## src/rtl/outdiv_sync_pkg.sv

```systemverilog
package outdiv_sync_pkg;

    typedef enum logic [1:0] {
        ST_IDLE  = 2'd0,
        ST_PEND  = 2'd1,
        ST_REF   = 2'd2,
        ST_PULSE = 2'd3
    } sync_state_t;

    localparam logic [1:0] AUTO_OFF   = 2'b00;
    localparam logic [1:0] AUTO_FREQ  = 2'b01;
    localparam logic [1:0] AUTO_PHASE = 2'b10;

    // Index of each flag inside the synchronizer bus
    localparam int SI_STROBE = 0;
    localparam int SI_REF    = 1;
    localparam int SI_FLOCK  = 2;
    localparam int SI_PLOCK  = 3;
    localparam int SI_CAL    = 4;
    localparam int SI_LOCK   = 5;
    localparam int SI_WIDTH  = 6;

    function automatic logic pick_lock(input logic [1:0] mode,
                                       input logic flock,
                                       input logic plock);
        logic r;
        unique case (mode)
            AUTO_FREQ:  r = flock;
            AUTO_PHASE: r = plock;
            default:    r = 1'b0;
        endcase
        return r;
    endfunction

endpackage

```

## src/rtl/sync2ff.sv

```systemverilog
module sync2ff #(
    parameter int W = 1
) (
    input  logic         clk,
    input  logic         rst_n,
    input  logic [W-1:0] d_async,
    output logic [W-1:0] q_sync
);
    logic [W-1:0] meta_q;
    logic [W-1:0] stab_q;

    always_ff @(posedge clk or negedge rst_n) begin
        if (!rst_n) begin
            meta_q <= '0;
            stab_q <= '0;
        end else begin
            meta_q <= d_async;
            stab_q <= meta_q;
        end
    end

    assign q_sync = stab_q;
endmodule

```

## src/rtl/sync_seq_fsm.sv

```systemverilog
module sync_seq_fsm
    import outdiv_sync_pkg::*;
(
    input  logic       clk,
    input  logic       rst_n,
    input  logic       strobe_s,
    input  logic       ref_s,
    input  logic       flock_s,
    input  logic       plock_s,
    input  logic       cal_s,
    input  logic       lock_s,
    input  logic       src_sel,
    input  logic [1:0] auto_mode,
    input  logic       rdy_override,
    output logic       sync_rst
);
    sync_state_t state_q, state_d;
    logic strobe_prev_q, ref_prev_q, lock_prev_q;
    logic sel_lock, strobe_rise, ref_rise, auto_rise, trig, ready;

    assign sel_lock    = pick_lock(auto_mode, flock_s, plock_s);
    assign strobe_rise = strobe_s & ~strobe_prev_q;
    assign ref_rise    = ref_s & ~ref_prev_q;
    assign auto_rise   = sel_lock & ~lock_prev_q;
    assign trig        = strobe_rise | auto_rise;
    assign ready       = rdy_override | (cal_s & lock_s);

    always_ff @(posedge clk or negedge rst_n) begin
        if (!rst_n) begin
            strobe_prev_q <= 1'b0;
            ref_prev_q    <= 1'b0;
            lock_prev_q   <= 1'b0;
        end else begin
            strobe_prev_q <= strobe_s;
            ref_prev_q    <= ref_s;
            lock_prev_q   <= sel_lock;
        end
    end

    // State register
    always_ff @(posedge clk or negedge rst_n) begin
        if (!rst_n) state_q <= ST_IDLE;
        else        state_q <= state_d;
    end

    // Next-state logic
    always_comb begin
        state_d = state_q;
        unique case (state_q)
            ST_IDLE:  if (trig) state_d = ST_PEND;
            ST_PEND:  if (ready) state_d = src_sel ? ST_REF : ST_PULSE;
            ST_REF: begin
                if (!ready)        state_d = ST_PEND;
                else if (ref_rise) state_d = ST_PULSE;
            end
            ST_PULSE: state_d = ST_IDLE;
            default:  state_d = ST_IDLE;
        endcase
    end

    // Outputs
    always_comb begin
        sync_rst = (state_q == ST_PULSE);
    end

    p_pulse_single_r9: assert property (@(posedge clk) disable iff (!rst_n)
        (state_q == ST_PULSE) |=> (state_q != ST_PULSE));

    p_pulse_ready_r8: assert property (@(posedge clk) disable iff (!rst_n)
        (state_q == ST_PULSE) |-> $past(ready));

    p_ref_align_r5: assert property (@(posedge clk) disable iff (!rst_n)
        (state_q == ST_PULSE && src_sel && $past(src_sel)) |-> $past(ref_rise));
endmodule

```

## src/rtl/chan_div.sv

```systemverilog
module chan_div #(
    parameter int RW = 8
) (
    input  logic          clk,
    input  logic          rst_n,
    input  logic          mask,
    input  logic          sync_rst,
    input  logic [RW-1:0] ratio,
    output logic          div_out,
    output logic          run
);
    logic          held_q;
    logic [RW-1:0] cnt_q;
    logic [RW-1:0] n_eff;
    logic [RW-1:0] half;

    assign n_eff = (ratio < RW'(2)) ? RW'(2) : ratio;
    assign half  = n_eff >> 1;

    // A set mask releases the divider combinationally
    assign run     = mask | (~held_q & ~sync_rst);
    assign div_out = run & (cnt_q < half);

    always_ff @(posedge clk or negedge rst_n) begin
        if (!rst_n) begin
            held_q <= 1'b1;
            cnt_q  <= '0;
        end else begin
            if (mask)          held_q <= 1'b1;
            else if (sync_rst) held_q <= 1'b0;

            if (!run)                          cnt_q <= '0;
            else if (cnt_q >= n_eff - RW'(1))  cnt_q <= '0;
            else                               cnt_q <= cnt_q + RW'(1);
        end
    end

    p_release_zero_r9: assert property (@(posedge clk) disable iff (!rst_n)
        ($past(sync_rst) && !$past(mask)) |-> (cnt_q == '0));

    p_mask_ignores_sync_r2: assert property (@(posedge clk) disable iff (!rst_n)
        ($past(mask) && $past(sync_rst) && $past(cnt_q) != '0
         && $past(cnt_q) < $past(n_eff) - RW'(1)) |-> (cnt_q != '0));
endmodule

```

## src/rtl/outdiv_sync_ctrl.sv

```systemverilog
module outdiv_sync_ctrl
    import outdiv_sync_pkg::*;
#(
    parameter int NCH = 4,
    parameter int RW  = 8
) (
    input  logic              clk,
    input  logic              rst_n,
    input  logic              upd_strobe,
    input  logic              ref_in,
    input  logic              freq_lock,
    input  logic              phase_lock,
    input  logic              apll_cal,
    input  logic              apll_lock,
    input  logic [NCH-1:0]    chan_mask,
    input  logic              src_sel,
    input  logic [1:0]        auto_mode,
    input  logic              rdy_override,
    input  logic [NCH*RW-1:0] div_ratio,
    output logic [NCH-1:0]    div_out,
    output logic [NCH-1:0]    chan_run
);
    logic [SI_WIDTH-1:0] raw_in;
    logic [SI_WIDTH-1:0] syn_in;
    logic                sync_rst;

    always_comb begin
        raw_in            = '0;
        raw_in[SI_STROBE] = upd_strobe;
        raw_in[SI_REF]    = ref_in;
        raw_in[SI_FLOCK]  = freq_lock;
        raw_in[SI_PLOCK]  = phase_lock;
        raw_in[SI_CAL]    = apll_cal;
        raw_in[SI_LOCK]   = apll_lock;
    end

    sync2ff #(.W(SI_WIDTH)) u_sync (
        .clk     (clk),
        .rst_n   (rst_n),
        .d_async (raw_in),
        .q_sync  (syn_in)
    );

    sync_seq_fsm u_fsm (
        .clk          (clk),
        .rst_n        (rst_n),
        .strobe_s     (syn_in[SI_STROBE]),
        .ref_s        (syn_in[SI_REF]),
        .flock_s      (syn_in[SI_FLOCK]),
        .plock_s      (syn_in[SI_PLOCK]),
        .cal_s        (syn_in[SI_CAL]),
        .lock_s       (syn_in[SI_LOCK]),
        .src_sel      (src_sel),
        .auto_mode    (auto_mode),
        .rdy_override (rdy_override),
        .sync_rst     (sync_rst)
    );

    for (genvar i = 0; i < NCH; i++) begin : g_chan
        chan_div #(.RW(RW)) u_div (
            .clk      (clk),
            .rst_n    (rst_n),
            .mask     (chan_mask[i]),
            .sync_rst (sync_rst),
            .ratio    (div_ratio[i*RW +: RW]),
            .div_out  (div_out[i]),
            .run      (chan_run[i])
        );
    end
endmodule

```

## config.mk

```make
export PLATFORM = sky130hd
export DESIGN_NAME = outdiv_sync_ctrl
export DESIGN_NICKNAME = d
export VERILOG_FILES = /design/src/rtl/outdiv_sync_pkg.sv /design/src/rtl/sync2ff.sv /design/src/rtl/sync_seq_fsm.sv /design/src/rtl/chan_div.sv /design/src/rtl/outdiv_sync_ctrl.sv
export SDC_FILE = /design/constraint.sdc
export NUM_CORES = 1
export LEC_CHECK = 0
export BUFFER_PORTS_ARGS = -buffer_cell sky130_fd_sc_hd__buf_2
export CORE_UTILIZATION = 50
export DETAILED_ROUTE_END_ITERATION = 6
export PLACE_DENSITY = 0.79
export SLEW_MARGIN = 5
export SYNTH_ARGS = -nofsm -noshare
export SYNTH_HDL_FRONTEND = slang
export SYNTH_HIERARCHICAL = 1
export SYNTH_SLANG_ARGS = --single-unit
```

## constraint.sdc

```tcl
create_clock -name clk -period 2.7 [get_ports clk]
set_clock_uncertainty 0.05 [all_clocks]
set_input_delay 0.54 -clock clk [delete_from_list [all_inputs] [get_ports clk]]
set_output_delay 0.54 -clock clk [all_outputs]
set_load 0.005 [all_outputs]
```

---- After elaboration in Yosys (flattened, before gate mapping) ----
Cells that the tools add are included.
word-level totals
  logic and storage cells ................. 98
  flip-flop bits (word level) ............. 53
  output and inout bits ................... 8
cells by class
  eq/ne operators ......................... 8
  bitwise operators ....................... 26
  add/subtract/negate cells ............... 8
  reduce and logical (&&, ||, !) cells .... 6
  multiplexer cells ....................... 24
  $lt $le $gt $ge ......................... 12
operator list
  operator                                                                       count
  8-bit 2-to-1 mux                                                               12
  8-bit by 1-bit adder with 8-bit output (second input constant)                 4
  8-bit greater-or-equal comparator                                              4
  8-bit by 2-bit less-than comparator with 1-bit output (second input constant)  4
  8-bit by 7-bit less-than comparator with 1-bit output                          4
  8-bit by 1-bit subtractor with 8-bit output (second input constant)            4
  1-bit AND                                                                      12
  2-bit 2-to-1 mux                                                               4
  1-bit inverter                                                                 8
  2-bit case mux with 4 select lines                                             1
  2-bit nonzero test                                                             4
  2-bit == test (second input constant)                                          3
  1-bit 2-to-1 mux                                                               6
  1-bit bitwise OR                                                               6
  2-bit by 1-bit == test with 1-bit output (second input constant)               2
  2-bit by 1-bit != test with 1-bit output (second input constant)               2
  3-bit by 2-bit != test with 1-bit output (second input constant)               1
  3-bit AND reduction                                                            1
  2-bit zero test                                                                1
  1-bit case mux with 2 select lines                                             1

---- Depth between registers and ports, before layout ----
  depth in word-level cells ............... 6
  mapped depth ............................ 11
  depth with buffers taken out ............ 11

---- Modules after synthesis ----
The synthesis kept the hierarchy.
by module, submodules not included
  module                          seq. area each (um^2)  area an instance (um^2)  instances  cells each
  chan_div (g_chan[1].u_div ...)  226.5                  843.3                    2          95
  chan_div (g_chan[2].u_div)      226.5                  865.8                    1          95
  chan_div (g_chan[0].u_div)      226.5                  840.8                    1          94
  sync2ff                         300.3                  300.3                    1          12
  sync_seq_fsm                    125.1                  246.5                    1          24

---- Least setup slack after synthesis ----
OpenSTA, ideal clock, no wires.
  path kind ............................... input -> register
  start point ............................. input port div_ratio[3]
  end point ............................... register g_chan[0].u_div.cnt_q[2]
  data required time ...................... 2510 ps
  setup slack ............................. -27 ps
  data arrival time ....................... 2537 ps
  stages on the path ...................... 11
  cells stage by stage .................... nor2_1 > nand3_1 > o41ai_1 > ha_1 > nand2_1 > xnor2_1 > ha_1 > and4_1 > o21ai_0 > o211ai_1 > nor2_1
on the way
  longest elaborated chain between the ends .. 6
ends and longest elaborated chain
  element                                                line                    RTL
  start: declaration                                     outdiv_sync_ctrl.sv:19  input logic [NCH*RW-1:0] div_ratio,
  8-bit by 2-bit less-than comparator with 1-bit output  chan_div.sv:17          assign n_eff = (ratio < RW'(2)) ? RW'(2) : ratio;
  8-bit 2-to-1 mux (*)                                   chan_div.sv:17
  8-bit by 1-bit subtractor with 8-bit output (*)        chan_div.sv:33          else if (cnt_q >= n_eff - RW'(1)) cnt_q <= '0;
  8-bit greater-or-equal comparator (*)                  chan_div.sv:33
  8-bit 2-to-1 mux (*)                                   chan_div.sv:33
  8-bit 2-to-1 mux (*)                                   chan_div.sv:32          if (!run) cnt_q <= '0;
  end signal: assignment                                 chan_div.sv:34          else cnt_q <= cnt_q + RW'(1);
  end: declaration                                       chan_div.sv:13          logic [RW-1:0] cnt_q;
Every way passes the cells marked *; elsewhere a longest branch is shown, timed or not.
A chain may end at the register's enable or synchronous reset.

---- Final worst setup path ----
  start point ............................. input port div_ratio[19]
  end point ............................... register g_chan[2].u_div.cnt_q[4]
on the way
  longest elaborated chain between the ends .. 6
ends and longest elaborated chain
  element                                                line
  8-bit by 2-bit less-than comparator with 1-bit output  chan_div.sv:17
  8-bit 2-to-1 mux (*)                                   chan_div.sv:17
  8-bit by 1-bit subtractor with 8-bit output (*)        chan_div.sv:33
  8-bit greater-or-equal comparator (*)                  chan_div.sv:33
  8-bit 2-to-1 mux (*)                                   chan_div.sv:33
  8-bit 2-to-1 mux (*)                                   chan_div.sv:32
  end signal: assignment                                 chan_div.sv:34
  end: declaration                                       chan_div.sv:13
Marks and branches as above.

==> flow_summary.ini <==
[finish]
fillers = 669
multi_input_area_mm2 = 0.00255
area_delta_synth_final_pct = 25.2
layout.area.seq_mm2 = 0.00133
drive_gt1_share_pct = 26.0
finalNetCount = 644
antenna_cells = 0

[place]
pre_cts_ws_ns = -0.196
io_buffers = 55
hpwlAfterDp_um = 6990
gp_congestion = 0.878

[floorplanning]
initial_core_util_pct = 51.3
chipWidth_um = 90.8
placementRows = 32
ios = 56
die_y_um = 90.8
coreArea_mm2 = 0.00769
dieArea_mm2 = 0.00824

[power_and_ir_drop]
p_comb_share_pct = 35.7
ir_drop_mv = 0.457
p_sw_share_pct = 35.4
net-switching-power_uw = 836
p_total_mw = 2.36
internal_power_mw = 1.52
seqPwrFrac_pct = 46.6
power_density_mw_per_mm2 = 478
clock_power_share_pct = 17.6
p_leak_nw = 2.53

[worst_setup_path]
worst_setup_path_start_kind = input port
endpoint_kind = register
crit_fanout = 8
worstPathArrival_ns = 2.75
worstSetupPathType = in -> reg
path_cells = buf_2 > nor2_1 > nand3_1 > o41ai_4 > ha_1 > nand2_1 > xnor2_1 > ha_1 > and4_1 > o21ai_1 > o211ai_1 > buf_4 > nor2_1
cpPeakStageDelay_ns = 0.32
crit_slowest_cell = o41ai_4
cp_data_required_time_ns = 2.84

[yosys]
ys_seq_area_share_pct = 33.8
synth_edf_count = 0
ys_seq_elements = 53
yosys_most_used_dff = dfrtp_1
async_reset_ff_share_pct = 100
syn-cell-area_mm2 = 0.00394
syn_inst = 415
synth_area_leader_cell = dfrtp_1
synth_fp_nets = 529
netlist.area_leader.share_pct = 31.1
ys_top_cells_by_area = dfrtp_1, ha_1, xor2_1
synth_cell_types = 41
yosysWarnings = 6
avgSynthCellArea_um2 = 9.49

[clocking]
numCtsBuffers = 5
clock_latency_ns = 0.30
cts_max_level = 2
cts_tree = built
cts_root_buf = clkbuf_8
cts_hold_buf = 0
cts.clk_slew.worst_paths_ns = 0.08
cts.sinks = 53
cts_buffer_depth = 2

[global_route]
grtUsageTotal_pct = 21.3
antenna_found_initial = 0
grt_max_degree = 28
grt_pass1_vias = 3407
grt-ovfl-total = 0
grt_pass1_wl_um = 14700

[min_path]
min_path_type = in -> async

[timing]
setup_ws_ns = 0.0864
setup_viol = 0
hold_violations = 0
period_minus_slack_ns = 2.61
slew_headroom_pct = 64.1
drv_slew = 0
tightest_slew_ns = 0.539
timing.fmax_mhz = 383
fin_crit_sh_pct = 96.8

[flow_run]
drv_cap = 0

[route]
vias_per_cell = 5.49
first_pass_iters = 4
drt_wl_total_um = 8670
dr_total_vias = 3477
final_antenna_net_count = 0
drc = 0
routedWlPerCell_um = 13.7
drt_iter0_drc = 102

[outcome]
status = finished, final reports clean
placed cells by master (no fill, tap or decap), types with 7 or more instances in the layout:
| cell | count |
|---|---|
| a21oi_1 | 25 |
| xnor2_1 | 17 |
| o211ai_1 | 9 |
| xor2_1 | 20 |
| dfrtp_1 | 49 |
| or3_1 | 7 |
| buf_2 | 55 |
| a21o_1 | 9 |
| and3_1 | 8 |
| inv_1 | 46 |
| nand2_1 | 9 |
| ha_1 | 63 |
| nand3_1 | 23 |
| buf_4 | 53 |
| nor2_1 | 45 |
cells in the mapped netlist, types with 5 or more instances:
master    instances
a211oi_1          5
xor2_1           20
and3_1            8
or3_1             7
o211ai_1          9
nand2_1           9
dfrtp_1          49
a21o_1            9
xnor2_1          17
inv_1            46
nand3_1          24
o41ai_1           8
nor2_1           46
a21oi_1          25
ha_1             66
or3_4             5
per-stage QoR:
stage	hold WS (ns)	instances	util, %	instance area [um2]	setup TNS [ns]
2_1_floorplan	0.194	415	-	3970	0
3_3_place_gp	0.282	625	62.1	4770	-3.45
3_5_place_dp	0.291	625	62.1	4770	-4.80
4_1_cts	0.174	633	63.1	4850	0
5_1_grt	0.200	633	64.2	4930	-0.0873
6_report	0.163	633	64.2	4930	0
final timing paths:
check	from	to	slack, ns	cells past startpoint
worst max-delay path	div_ratio[19]	g_chan[2].u_div/cnt_q[4]	0.09	13
worst min-delay path	rst_n	u_sync/meta_q[1]	0.16	1
worst max register to register	g_chan[0].u_div/cnt_q[0]	g_chan[0].u_div/cnt_q[7]	0.76	7
worst min register to register	u_sync/meta_q[4]	u_sync/q_sync[4]	0.31	0
max in group asynchronous	rst_n	g_chan[2].u_div/held_q	1.70	2
min in group clk	freq_lock	u_sync/meta_q[2]	0.29	1
cells by family (layout without fill, tap and decap cells):
logic type	after synthesis	in the layout	share of synthesized area [%]
fa+ha+maj	66	66	21.0
compound gates	86	86	15.5
xor+xnor	37	37	8.22
buf+inv	46	162	4.38
simple gates	127	127	17.1
flops	53	53	33.8
state kept, by name (all words and copies together), names as in the netlist:
register / count
u_fsm/strobe_prev_q: 1
g_chan.u_div/cnt_q: 32
u_fsm/ref_prev_q: 1
u_sync/meta_q: 6
u_fsm/lock_prev_q: 1
g_chan.u_div/held_q: 4
u_fsm/state_q: 2
u_sync/q_sync: 6
worst max-delay path, delay by kind of cell:
family	cells	cell delay, ns
XOR/XNOR	1	0.12
AND/OR/NAND/NOR	5	0.65
adder cells (fa/ha/maj)	2	0.59
AO/OA/AOI/OAI	3	0.57
buffers and inverters	2	0.29
layout make-up:
type | count | share of cell area, %
clock buffer | 6 | 1.47
clock inverter | 2 | 0.203
inverter | 46 | 3.50
multi-input combinational | 316 | 51.6
sequential | 53 | 27.0
tap | 102 | 2.59
timing repair buffer | 108 | 13.6
per-layer routing:
metal	up-vias	global-route usage (%)	share of wire [%]
met5	-	0	0
met4	0	4.89	1.1
met3	10	3.62	3.2
met2	57	38.5	50
met1	1670	26.5	46
li1	1740	-	-
timing repair:
item / CTS / global route
buffers inserted: 0 / 0
endpoints found under the setup margin: 0 / 25
resized for setup: 0 / 12
power by group through the flow:
stage	sequential, mW	combinational [mW]	clock (mW)
after CTS	1.10	0.836	0.434
final	1.10	0.843	0.416
after global placement	1.11	0.781	0
after floorplan	1.06	0.535	0
after global routing	1.12	0.961	0.466
after detailed placement	1.12	0.826	0
Note: power is estimated with default switching activity, not from simulation.
